**src/rtl/pcfg_pkg.sv**
```systemverilog
package pcfg_pkg;

  typedef enum logic [2:0] {
    ST_IDLE          = 3'd0,
    ST_RUN           = 3'd1,
    ST_OK            = 3'd2,
    ST_ERR_INIT_LOW  = 3'd3,
    ST_ERR_INIT_HIGH = 3'd4,
    ST_ERR_CRC       = 3'd5,
    ST_ERR_BUSY      = 3'd6,
    ST_ERR_DONE      = 3'd7
  } pcfg_status_e;

  typedef enum logic [3:0] {
    S_IDLE,
    S_PROG,
    S_WAIT,
    S_FETCH,
    S_LOW,
    S_HIGH,
    S_BUSY,
    S_END_CS,
    S_END_WR,
    S_CHECK
  } pcfg_state_e;

  function automatic int unsigned cyc_from_ns(int unsigned mhz, int unsigned ns);
    int unsigned c;
    c = (mhz * ns + 999) / 1000;
    return (c == 0) ? 1 : c;
  endfunction

  function automatic int unsigned max2(int unsigned a, int unsigned b);
    return (a > b) ? a : b;
  endfunction

endpackage

```
**src/rtl/pcfg_timer.sv**
```systemverilog
module pcfg_timer #(
  parameter int unsigned W = 8
) (
  input  logic         clk,
  input  logic         rst_n,
  input  logic         clr,
  output logic [W-1:0] cnt_o
);

  always_ff @(posedge clk or negedge rst_n) begin
    if (!rst_n) begin
      cnt_o <= '0;
    end else if (clr) begin
      cnt_o <= '0;
    end else if (cnt_o != {W{1'b1}}) begin
      cnt_o <= cnt_o + 1'b1;
    end
  end

endmodule

```
**src/rtl/pcfg_bytecnt.sv**
```systemverilog
module pcfg_bytecnt #(
  parameter int unsigned W = 16
) (
  input  logic         clk,
  input  logic         rst_n,
  input  logic         load,
  input  logic [W-1:0] load_val,
  input  logic         dec,
  output logic         zero_o
);

  logic [W-1:0] rem;

  always_ff @(posedge clk or negedge rst_n) begin
    if (!rst_n) begin
      rem <= '0;
    end else if (load) begin
      rem <= load_val;
    end else if (dec && (rem != '0)) begin
      rem <= rem - 1'b1;
    end
  end

  assign zero_o = (rem == '0);

endmodule

```
**src/rtl/pcfg_loader.sv**
```systemverilog
module pcfg_loader
  import pcfg_pkg::*;
#(
  parameter int unsigned CLK_MHZ    = 200,
  parameter int unsigned PROG_NS    = 300,
  parameter int unsigned INIT_TO_US = 500000,
  parameter int unsigned BUSY_TO_US = 5000,
  parameter int unsigned DONE_TO_US = 200000,
  parameter int unsigned HALF_CYC   = 2,
  parameter int unsigned CNT_W      = 24,
  parameter bit          CHECK_BUSY = 1'b1
) (
  input  logic             clk,
  input  logic             rst_n,
  input  logic             start_i,
  input  logic [CNT_W-1:0] byte_count_i,
  input  logic             s_valid_i,
  input  logic [7:0]       s_data_i,
  output logic             s_ready_o,
  output logic             prog_n_o,
  output logic             cs_n_o,
  output logic             wr_n_o,
  output logic             cclk_o,
  output logic [7:0]       cdata_o,
  input  logic             init_n_i,
  input  logic             done_i,
  input  logic             busy_i,
  output logic [2:0]       status_o,
  output logic             finish_o
);

  localparam int unsigned PROG_CYC = cyc_from_ns(CLK_MHZ, PROG_NS);
  localparam int unsigned INIT_CYC = max2(CLK_MHZ * INIT_TO_US, PROG_CYC);
  localparam int unsigned BUSY_CYC = max2(CLK_MHZ * BUSY_TO_US, 1);
  localparam int unsigned DONE_CYC = max2(CLK_MHZ * DONE_TO_US, 1);
  localparam int unsigned HALF_EFF = max2(HALF_CYC, 1);
  localparam int unsigned TOP_CYC  = max2(max2(INIT_CYC, BUSY_CYC), max2(DONE_CYC, HALF_EFF));
  localparam int unsigned TW       = $clog2(TOP_CYC + 1);

  localparam logic [TW-1:0] LIM_PROG = TW'(PROG_CYC - 1);
  localparam logic [TW-1:0] LIM_INIT = TW'(INIT_CYC - 1);
  localparam logic [TW-1:0] LIM_BUSY = TW'(BUSY_CYC - 1);
  localparam logic [TW-1:0] LIM_DONE = TW'(DONE_CYC - 1);
  localparam logic [TW-1:0] LIM_HALF = TW'(HALF_EFF - 1);

  pcfg_state_e  state, n_state, after_high;
  pcfg_status_e status, n_status, code;
  logic         n_prog, n_cs, n_wr, n_cclk, n_fin, abort;
  logic [7:0]   n_data;
  logic         tmr_clr, cnt_load, cnt_dec, rem_zero;
  logic [TW-1:0] elapsed;

  pcfg_timer #(.W(TW)) u_timer (
    .clk   (clk),
    .rst_n (rst_n),
    .clr   (tmr_clr),
    .cnt_o (elapsed)
  );

  pcfg_bytecnt #(.W(CNT_W)) u_bytecnt (
    .clk      (clk),
    .rst_n    (rst_n),
    .load     (cnt_load),
    .load_val (byte_count_i),
    .dec      (cnt_dec),
    .zero_o   (rem_zero)
  );

  generate
    if (CHECK_BUSY) begin : g_busy_on
      assign after_high = S_BUSY;
    end else begin : g_busy_off
      assign after_high = S_FETCH;
    end
  endgenerate

  assign s_ready_o = (state == S_FETCH) && !rem_zero && !done_i && init_n_i;

  always_comb begin
    n_state  = state;
    n_status = status;
    n_prog   = prog_n_o;
    n_cs     = cs_n_o;
    n_wr     = wr_n_o;
    n_cclk   = cclk_o;
    n_data   = cdata_o;
    n_fin    = 1'b0;
    tmr_clr  = 1'b0;
    cnt_load = 1'b0;
    cnt_dec  = 1'b0;
    abort    = 1'b0;
    code     = status;
    unique case (state)
      S_IDLE: begin
        if (start_i) begin
          n_state  = S_PROG;
          n_prog   = 1'b0;
          n_status = ST_RUN;
          tmr_clr  = 1'b1;
          cnt_load = 1'b1;
        end
      end
      S_PROG: begin
        if ((elapsed >= LIM_PROG) && !init_n_i) begin
          n_prog  = 1'b1;
          n_state = S_WAIT;
          tmr_clr = 1'b1;
        end else if (elapsed >= LIM_INIT) begin
          abort = 1'b1;
          code  = ST_ERR_INIT_LOW;
        end
      end
      S_WAIT: begin
        if (init_n_i && !busy_i) begin
          n_cs    = 1'b0;
          n_wr    = 1'b0;
          n_state = S_FETCH;
        end else if (elapsed >= LIM_INIT) begin
          abort = 1'b1;
          code  = ST_ERR_INIT_HIGH;
        end
      end
      S_FETCH: begin
        if (rem_zero || done_i) begin
          n_state = S_END_CS;
        end else if (!init_n_i) begin
          abort = 1'b1;
          code  = ST_ERR_CRC;
        end else if (s_valid_i) begin
          n_data  = s_data_i;
          n_cclk  = 1'b0;
          tmr_clr = 1'b1;
          n_state = S_LOW;
        end
      end
      S_LOW: begin
        if (!init_n_i) begin
          abort = 1'b1;
          code  = ST_ERR_CRC;
        end else if (elapsed >= LIM_HALF) begin
          n_cclk  = 1'b1;
          cnt_dec = 1'b1;
          tmr_clr = 1'b1;
          n_state = S_HIGH;
        end
      end
      S_HIGH: begin
        if (!init_n_i) begin
          abort = 1'b1;
          code  = ST_ERR_CRC;
        end else if (elapsed >= LIM_HALF) begin
          tmr_clr = 1'b1;
          n_state = after_high;
        end
      end
      S_BUSY: begin
        if (!init_n_i) begin
          abort = 1'b1;
          code  = ST_ERR_CRC;
        end else if (!busy_i) begin
          n_state = S_FETCH;
        end else if (elapsed >= LIM_BUSY) begin
          abort = 1'b1;
          code  = ST_ERR_BUSY;
        end
      end
      S_END_CS: begin
        n_cs    = 1'b1;
        n_state = S_END_WR;
      end
      S_END_WR: begin
        n_wr    = 1'b1;
        tmr_clr = 1'b1;
        n_state = S_CHECK;
      end
      S_CHECK: begin
        if (done_i && init_n_i) begin
          n_state  = S_IDLE;
          n_status = ST_OK;
          n_fin    = 1'b1;
        end else if (elapsed >= LIM_DONE) begin
          abort = 1'b1;
          code  = ST_ERR_DONE;
        end
      end
      default: n_state = S_IDLE;
    endcase
    if (abort) begin
      n_state  = S_IDLE;
      n_status = code;
      n_fin    = 1'b1;
      n_prog   = 1'b1;
      n_cs     = 1'b1;
      n_wr     = 1'b1;
      n_cclk   = 1'b1;
    end
  end

  always_ff @(posedge clk or negedge rst_n) begin
    if (!rst_n) begin
      state    <= S_IDLE;
      status   <= ST_IDLE;
      prog_n_o <= 1'b1;
      cs_n_o   <= 1'b1;
      wr_n_o   <= 1'b1;
      cclk_o   <= 1'b1;
      cdata_o  <= 8'h00;
      finish_o <= 1'b0;
    end else begin
      state    <= n_state;
      status   <= n_status;
      prog_n_o <= n_prog;
      cs_n_o   <= n_cs;
      wr_n_o   <= n_wr;
      cclk_o   <= n_cclk;
      cdata_o  <= n_data;
      finish_o <= n_fin;
    end
  end

  assign status_o = status;

endmodule

```
**config.mk**
```make
export PLATFORM = sky130hd
export DESIGN_NAME = pcfg_loader
export DESIGN_NICKNAME = d
export VERILOG_FILES = /design/src/rtl/pcfg_pkg.sv /design/src/rtl/pcfg_timer.sv /design/src/rtl/pcfg_bytecnt.sv /design/src/rtl/pcfg_loader.sv
export SDC_FILE = /design/constraint.sdc
export NUM_CORES = 1
export LEC_CHECK = 0
export ABC_AREA = 1
export CAP_MARGIN = 20
export CORE_MARGIN = 10
export CORE_UTILIZATION = 45
export DETAILED_ROUTE_END_ITERATION = 10
export PLACE_DENSITY = 0.68
export SETUP_SLACK_MARGIN = 0.05
export SLEW_MARGIN = 20
export SYNTH_ARGS = -nofsm -noshare
export SYNTH_HDL_FRONTEND = slang
export SYNTH_SLANG_ARGS = --single-unit
```
**constraint.sdc**
```tcl
create_clock -name clk -period 1.9 [get_ports clk]
set_input_delay 0.285 -clock clk [delete_from_list [all_inputs] [get_ports clk]]
set_output_delay 0.285 -clock clk [all_outputs]
set_load 0.01 [all_outputs]
```
---- Word-level counts from Yosys, hierarchy flattened ----
Cells that the tools add are included.
Widths: inputs -> output; s select.
storage, ports and cells
  register bits ........................... 71
  output and inout port bits .............. 17
  word-level logic and storage cells ...... 158
operators by class
  multiplexer cells ....................... 75
  bitwise operators ....................... 1
  eq/ne operators ......................... 35
  add/subtract/negate cells ............... 2
  magnitude comparators ................... 5
  reduce and logical (&&, ||, !) cells .... 30
operator list
  cell                   count
  $ne 3x3->1 const B     20
  $mux 4                 14
  $mux 27                2
  $mux 24                2
  $mux 3                 14
  $pmux 4 s10            1
  $mux 1                 34
  $add 27x1->27 const B  1
  $ge 27x1->1 const B    1
  $ge 27x20->1 const B   1
  $ge 27x26->1 const B   1
  $ge 27x27->1 const B   1
  $ge 27x6->1 const B    1
  $ne 27x27->1 const B   1
  $logic_not 24->1       1
  $reduce_bool 24->1     1
  $sub 24x1->24 const B  1
  $pmux 3 s6             1
  $eq 4x3->1 const B     4
  $reduce_bool 3->1      5
  $reduce_and 13->1      1
  $reduce_and 12->1      1
  $eq 4x2->1 const B     2
  $eq 4x4->1 const B     2
  other kinds (19)       35

---- Depth between registers and ports, before layout ----
Gate-level depths: netlist of run 1.
  depth in word-level cells ............... 7
  gate-level depth with buffers ........... 16
  depth with buffers taken out ............ 15

---- Modules after synthesis ----
From an unflattened synthesis of run 1, not the netlist that was laid out.
second synthesis, totals
  cell total of the unflattened synthesis .. 871
  area total of the unflattened synthesis .. 5454.0 um2
by module, submodules not included
  module        area each (um2)  seq. area each (um2)  cells an instance  instances
  pcfg_loader   1859.3           505.5                 329                1
  pcfg_bytecnt  1846.8           600.6                 289                1
  pcfg_timer    1747.9           675.6                 253                1

---- Worst setup path before layout of run 1 ----
No wires, ideal clock.
  path type ............................... register to register
  start ................................... reg u_bytecnt.rem[0]
  end ..................................... reg u_bytecnt.rem[16]
  clock period less this slack ............ 1.980 ns
  slack ................................... -0.080 ns
  library setup time ...................... 0.077 ns
  buffers on the path ..................... 0
  data arrival time ....................... 1.903 ns
  cell stages (with the launch flop) ...... 10
  path through ............................ dfrtp_1 inv_1 ha_1 nor3b_1 nand2_1 nor2_1 nand2_1 xor2_1 o21a_1 a21oi_1
between the ends
  word-level cells in the longest chain between the ends .. 3
RTL lines
  item                                                 line                                    text
  start: declaration                                   pcfg_bytecnt.sv:12                      logic [W-1:0] rem;
  start signal: assignment                             pcfg_bytecnt.sv:18                      rem <= load_val;
  start signal: assignment                             pcfg_bytecnt.sv:20                      rem <= rem - 1'b1;
  $sub 24x1->24 or $reduce_bool 24->1 (tied branches)  pcfg_bytecnt.sv:20, pcfg_bytecnt.sv:19
  $mux 24 or $logic_and 1x1->1 (tied branches)         pcfg_bytecnt.sv:19                      end else if (dec && (rem != '0)) begin
  $mux 24 or $reduce_bool 2->1 (tied branches)         n/a
Several ways; a longest one is shown, not always the timed one. The select of a mux whose other input is x is not followed.
A chain may end at the register's enable or synchronous reset.

---- Worst setup path after layout of run 1 ----
  start ................................... reg u_timer.cnt_o[13]
  end ..................................... reg u_timer.cnt_o[25]
between the ends
  word-level cells in the longest chain between the ends .. 5
RTL lines
  item                                          line                                                        text
  start: declaration                            pcfg_timer.sv:7                                             output logic [W-1:0] cnt_o
  start signal: assignment                      pcfg_timer.sv:16                                            cnt_o <= cnt_o + 1'b1;
  $ge 27x1->1 or $ge 27x6->1 (tied branches)    pcfg_loader.sv:140, pcfg_loader.sv:151, pcfg_loader.sv:104
  $mux 1 or $logic_and 1x1->1 (tied branches)   pcfg_loader.sv:140, pcfg_loader.sv:151, pcfg_loader.sv:104
  $mux 1 (on tied branches)                     pcfg_loader.sv:137, pcfg_loader.sv:104
  $pmux 1 s5                                    pcfg_loader.sv:93                                           unique case (state)
  $mux 27 or $reduce_bool 2->1 (tied branches)  n/a
Several ways; a longest one is shown, not always the timed one. The select of a mux whose other input is x is not followed.

==> flow_summary_export.csv, run 1 <==
group,metric,value,unit
global_route,antenna_found_initial,0,
cells_and_area,finalNetCount,1104,
drt,vias_per_cell,5.59,
placement,dpl.hpwl,13200,um
sta,slew_viol_final,0,
sta,skew,0.00791,ns
worst_setup_path,critPathSlowestCell,"dfrtp_2",
worst_setup_path,critPathLaunch,"u_timer.cnt_o[13]",
worst_setup_path,start_kind,"flip-flop",
clocking,insertion_delay,0.35,ns
power,p_leak,4.42,nW
sta,post-route-period-util,114,%
placement,dp_slack,-0.323,ns
clocking,clkTransAtPathRegs,0.06,ns
synth,yosysSeqAreaShare,34.3,%
cells_and_area,area_growth,75.2,%
clocking,cts-buffers-inserted,9,
synth,syn_nets,839,
floorplanning,io_pins,56,
global_route,grt_pass1_wl,30000,um
synth,syn_avg_cell_area,6.52,sq um
min_path,hold_class,"reg2reg",
drt,postRouteAntennaNets,0,
worst_setup_path,required,2.17,ns
synth,synth_top_area_share,32.3,%
floorplanning,die_w,127,um
cells_and_area,final-seq-area,1790,sq um
synth,yosysUniqueCellTypes,42,
cells_and_area,layout.cells.non_filler,1209,
clocking,clockRootBuffer,"clkbuf_16",
drt,drc,0,
status,failed_checks,"setup timing",
synth,ys_top_cells_by_area,"dfrtp_1, nand2_1, nor2_1",
clocking,cts_tree,"yes",
clocking,htreeDepth,3,
synth,syn_inst,796,
synth,synth_seq_cells,71,
cells_and_area,nFillCells,698,
worst_setup_path,critical_path_class,"reg2reg",
floorplanning,core_region_area,11400,sq um
job,cap_violations,0,
synth,synth.largest_area_cell,"dfrtp_1",
worst_setup_path,endpoint_kind,"flip-flop",
worst_setup_path,cp.arrival,2.44,ns
status,run_status,"complete, but fails checks",
drt,wl_per_cell,17.9,um
power,vdd_drop_max,0.00111,V
power,p_per_area,1190,nW/um^2
drt,dr.first_iter.drc_count,582,
cells_and_area,multi_input_area,3890,sq um
drt,dr.pass1.iters,7,
synth,synth_area,5190,sq um
drt,routed_wl,21600,um
worst_setup_path,cp_slowest_stage_delay,0.45,ns
min_path,min-delay-start,"status_o[2]",
synth,yosys-top-cells-count,"nand2_1, nor2_1, inv_1, dfrtp_1, nand3_1",
worst_setup_path,regToRegStartpoint,"u_timer.cnt_o[13]",
global_route,grt_max_degree,72,
sta,hold_ws,0.484,ns
synth,synth_ff_type,"dfrtp_1",
clocking,clk_path_buf_depth,2,
power,fin_total_pwr,10.8,mW
synth,async_reset_ff_share,100,%
floorplanning,die_area,16200,sq um
worst_setup_path,path_max_fanout,5,
cells_and_area,insertedDiodeCount,0,
floorplanning,fp-row-count,39,
clocking,cts_sinks,71,
floorplanning,initial_core_util,45.7,%
sta,period_minus_slack,2.17,ns
sta,rsz0062_at_grt,"yes",
min_path,holdPathStages,2,
sta,hold_viol,0,
placement,dp_cells,1146,
floorplanning,die_h,127,um
synth,synth_edf_count,0,
worst_setup_path,crit_chain,"buf_6 > inv_2 > nand3_2 > nor2_4 > nand2_2 > nor2_2 > nand2_2 > nand3_2 > inv_2 > nor3_4 > buf_6 > buf_12 > inv_8 > a31oi_1",
sta,finalWorstSetupSlack,-0.274,ns
sta,max_slew_margin,72.1,%
global_route,grt.overflow.total,0,
placement,port_buffers,55,
global_route,grt_pass1_vias,6340,
cells_and_area,drive_gt1_share,45.7,%
drt,vias,6757,
synth,ys_warn_count,0,
sta,tightest_slew,0.418,ns
synth,synth.most_common_cell,"nand2_1",
placement,gp_congestion,0.957,
sta,setup_viol,70,
worst_setup_path,reg2regPathDepth,14,
sta,fmax,460,MHz
global_route,grt_use_total,22.4,%
## per-layer routing
layer	vias up	global-route usage, %	wire [um]
met5	-	0	0
met4	0	7.90	744
met3	78	5.13	1550
met2	368	39.2	11100
met1	3209	26.1	8250
li1	3102	-	-
## kinds of logic (layout without fill, tap and decap cells)
group                      count (synthesis)  in the layout  synth area share (%)
xor gates and xnor gates                  16             16                  2.70
AOI/OAI and AO/OA                         87             87                  9.23
and+or+nand+nor                          490            490                  41.6
buffers and inverters                    120            390                  9.49
DFF                                       71             71                  34.3
muxes                                      8              8                  1.73
adders and majority gates                  4              4                 0.964
## power breakdown
| part | internal, mW | switching (mW) |
|---|---|---|
| Sequential | 2.01 | 0.353 |
| Clock | 1.22 | 0.716 |
| Combinational | 3.10 | 3.43 |
| Total | 6.33 | 4.50 |
## path summary, 6_finish.rpt
path,to,slack [ns]
setup / recovery,u_timer.cnt_o[25],-0.27
hold / removal,status_o[2],0.48
setup reg to reg,u_timer.cnt_o[25],-0.27
hold reg to reg,status_o[2],0.48
max in group asynchronous,u_timer.cnt_o[2],1.05
min in group asynchronous,status_o[1],0.50
## layout make-up
class / count / area share [%]
Multi-Input combinational cell: 605 / 42.7
Timing Repair Buffer: 275 / 27.5
Clock inverter: 5 / 0.880
Inverter: 97 / 4.19
Tap cell: 143 / 1.97
Timing Repair inverter: 2 / 0.303
Clock buffer: 11 / 2.78
Sequential cell: 71 / 19.7
## registers in the layout, summed over array words and instances (netlist names)
name,count
cclk_o,1
cdata_o,8
cs_n_o,1
finish_o,1
prog_n_o,1
state,4
status_o,3
u_bytecnt.rem,24
u_timer.cnt_o,27
wr_n_o,1
## placed cells by master (no fill, tap or decap), drive strengths merged, types with 6 or more instances in the layout
cell	netlist	layout
nand2	206	206
xor2	12	12
nand4	22	22
inv	97	98
o21ai	44	44
buf	17	218
mux2	8	8
clkbuf	6	14
o211ai	7	7
nor4	6	6
clkdlybuf4s50	0	53
nand3	58	58
dfrtp	67	67
a21oi	24	24
nor3	31	31
nor2	155	155
## critical path, delay by kind of cell, from the launching register on
kind | cells | cell delay, ns
AND/OR/NAND/NOR | 7 | 0.91
flip-flops | 1 | 0.45
buffers and inverters | 6 | 0.60
AO/OA/AOI/OAI | 1 | 0.14
## what timing repair did
action | in CTS | in global routing
gates cloned | 2 | 5
buffers inserted | 24 | 19
hold buffers | 1 | 0
gates resized for setup | 158 | 164
hold endpoints to repair | 28 | 0
endpoints found under the setup margin | 71 | 71
pin swaps | 48 | 67
## through the flow
step / util (%) / instance area, sq um / TNS [ns]
floorplan: - / 5250 / -0.00564
global placement: 63.5 / 7220 / -6.41
detailed placement: 63.5 / 7220 / -9.51
CTS: 72.9 / 8290 / -0.909
global route: 80.0 / 9100 / -15.01
finish: 80.0 / 9100 / -9.60
Note: power is estimated with default switching activity, not from simulation.
==> inputs of run 2 (changes only) <==
GPL_TIMING_DRIVEN = 0   (was not set)
==> run 2 against run 1 <==
Sequential cell count unchanged. Via count is 9.6% lower. Clock power increased by 6%. Count of clock-buffer cells in the layout unchanged. Combinational power down 17%. The flow still finishes with violations (setup timing). Global-route usage down 1.7 points. Sequential power is 6% higher. Core utilization decreased by 9.3 points. Total power fell by 7.6%. Largest power group unchanged. Critical path type unchanged. First-iteration DRC count rose by 13%. Wire length is 13% lower. Critical path depth fell by 1.
==> flow_summary_export.csv, run 2 (synthesis results as in run 1) <==
group,metric,value,unit
cells_and_area,largest_register,"u_timer.cnt_o",
sta,finalWorstSetupSlack,-0.213,ns
sta,slew_viol_final,0,
placement,dpl.hpwl,11600,um
cells_and_area,drive_gt1_share,36.0,%
sta,post-route-period-util,111,%
worst_setup_path,path_max_fanout,6,
cells_and_area,finalNetCount,989,
global_route,grt_pass1_vias,5712,
worst_setup_path,cp.arrival,2.39,ns
worst_setup_path,start_kind,"flip-flop",
clocking,clkTransAtPathRegs,0.06,ns
clocking,cts-buffers-inserted,9,
sta,hold_viol,0,
cells_and_area,reg_top3,"u_timer.cnt_o x27, u_bytecnt.rem x24, cdata_o x8",
placement,port_buffers,55,
min_path,hold_class,"in2async",
worst_setup_path,endpoint_kind,"flip-flop",
drt,dr.pass1.iters,5,
job,cap_violations,0,
cells_and_area,largest_reg_flops,27,
global_route,grt.overflow.total,0,
cells_and_area,final_area,8040,sq um
worst_setup_path,required,2.18,ns
placement,gp_congestion,0.942,
drt,wl_per_cell,17.2,um
floorplanning,die_w,127,um
power,p_per_area,1250,nW/um^2
power,vdd_drop_max,0.000951,V
status,run_status,"complete, but fails checks",
placement,dp_slack,-0.603,ns
sta,skew,0.00638,ns
worst_setup_path,critical_path_class,"reg2reg",
floorplanning,initial_core_util,45.7,%
floorplanning,die_area,16200,sq um
power,p_leak,3.75,nW
clocking,clockRootBuffer,"clkbuf_16",
drt,postRouteAntennaNets,0,
sta,hold_ws,0.380,ns
placement,postPlaceCellArea,6000,sq um
floorplanning,die_h,127,um
drt,dr.first_iter.drc_count,656,
cells_and_area,layout_common_cells,"nand2_1, nor2_1, inv_1, buf_4, dfrtp_1",
sta,setup_viol,63,
sta,fmax,473,MHz
cells_and_area,finish.utilization,70.7,%
worst_setup_path,reg2regPathDepth,13,
status,failed_checks,"setup timing",
clocking,htreeDepth,3,
sta,period_minus_slack,2.11,ns
global_route,grt_use_total,20.7,%
floorplanning,io_pins,56,
cells_and_area,final_common_cell,"nand2_1",
drt,vias_per_cell,5.59,
sta,tightest_slew,0.449,ns
clocking,insertion_delay,0.35,ns
drt,routed_wl,18900,um
worst_setup_path,rrSetupSlack,-0.21,ns
global_route,grt_max_degree,51,
drt,drc,0,
clocking,cts_sinks,71,
floorplanning,fp-row-count,39,
sta,rsz0062_at_grt,"yes",
cells_and_area,insertedDiodeCount,0,
global_route,antenna_found_initial,0,
drt,vias,6110,
floorplanning,core_region_area,11400,sq um
cells_and_area,area_growth,54.7,%
sta,max_slew_margin,69.8,%
global_route,grt_pass1_wl,27600,um
worst_setup_path,r2r-end,"u_bytecnt.rem[3]",
clocking,cts_tree,"yes",
worst_setup_path,regToRegStartpoint,"u_timer.cnt_o[22]",
clocking,clk_path_buf_depth,2,
-- run 2: cell types whose count changed in the layout (fill, tap and decap cells not counted), moves of 5 or more --
cell	before	now
a21oi_1	9	14
buf_4	178	67
buf_6	27	16
dfrtp_1	61	54
dfrtp_2	6	13
nand2_1	144	157
nand2_2	44	36
nand3_1	34	41
nand3_2	18	12
nor2_2	42	30
nor2_4	23	31
o21ai_0	11	16
-- run 2: per-stage QoR --
step           total power, mW  cells  TNS [ns]
2_1_floorplan             4.68    796  -0.00564
3_3_place_gp              5.75    994   -166.20
3_5_place_dp              5.83    995    -27.63
4_1_cts                   8.87   1063     -7.30
5_1_grt                   10.5   1094    -16.44
6_report                  10.0   1094     -8.45
-- run 2: final cells by class --
class / instances / area (sq um)
flip-flops and latches: 71 / 1800
fillers: 867 / 3330
inverters: 97 / 384
clock buffers: 11 / 253
well taps: 143 / 179
multi-input cells: 606 / 3730
repair buffers: 140 / 1370
clock inverters: 5 / 104
plain buffers: 21 / 213
-- run 2: worst max path at each step --
stage	from	end	slack (ns)	depth (start not counted)
6_report	u_timer.cnt_o[22]	u_bytecnt.rem[3]	-0.21	13
5_1_grt	u_timer.cnt_o[11]	state[0]	-0.36	15
4_1_cts	u_timer.cnt_o[12]	u_timer.cnt_o[23]	-0.17	14
3_5_place_dp	u_timer.cnt_o[10]	u_timer.cnt_o[23]	-0.60	13
3_3_place_gp	rst_n	cdata_o[7]	-2.02	1
2_1_floorplan	u_bytecnt.rem[11]	u_timer.cnt_o[23]	-0.004	12
-- run 2: report_power, final --
part           leakage [nW]  internal, mW  switching [mW]
Sequential            0.901          2.02           0.494
Clock                 0.176          1.35           0.702
Combinational          2.67          2.50            2.94
-- run 2: worst max-delay path, stage by stage, from the launching register on --
cell      delay (ns)
dfrtp_1         0.37
buf_6           0.14
nor3_4          0.18
nand2_2         0.10
nor2_4          0.13
nand3_2         0.09
o21ai_4         0.20
nand2_4         0.09
inv_2           0.09
nand3_4         0.12
nand2_8         0.16
buf_8           0.15
o211ai_1        0.11
o21ai_1         0.10
-- run 2: what timing repair did --
item,CTS,global route
hold endpoints to repair,21,0
setup endpoints to repair,71,71
pin swaps,30,38
setup buffers,50,30
gates cloned,2,4
gates resized for setup,150,148
hold buffers,1,0
-- run 2: routing by layer --
metal	vias to the layer above	GRT usage, %	wire, um
li1	2878	-	-
met2	265	35.4	9470
met5	-	0	0
met3	61	4.22	1210
met1	2906	23.8	7470
met4	0	11.1	707
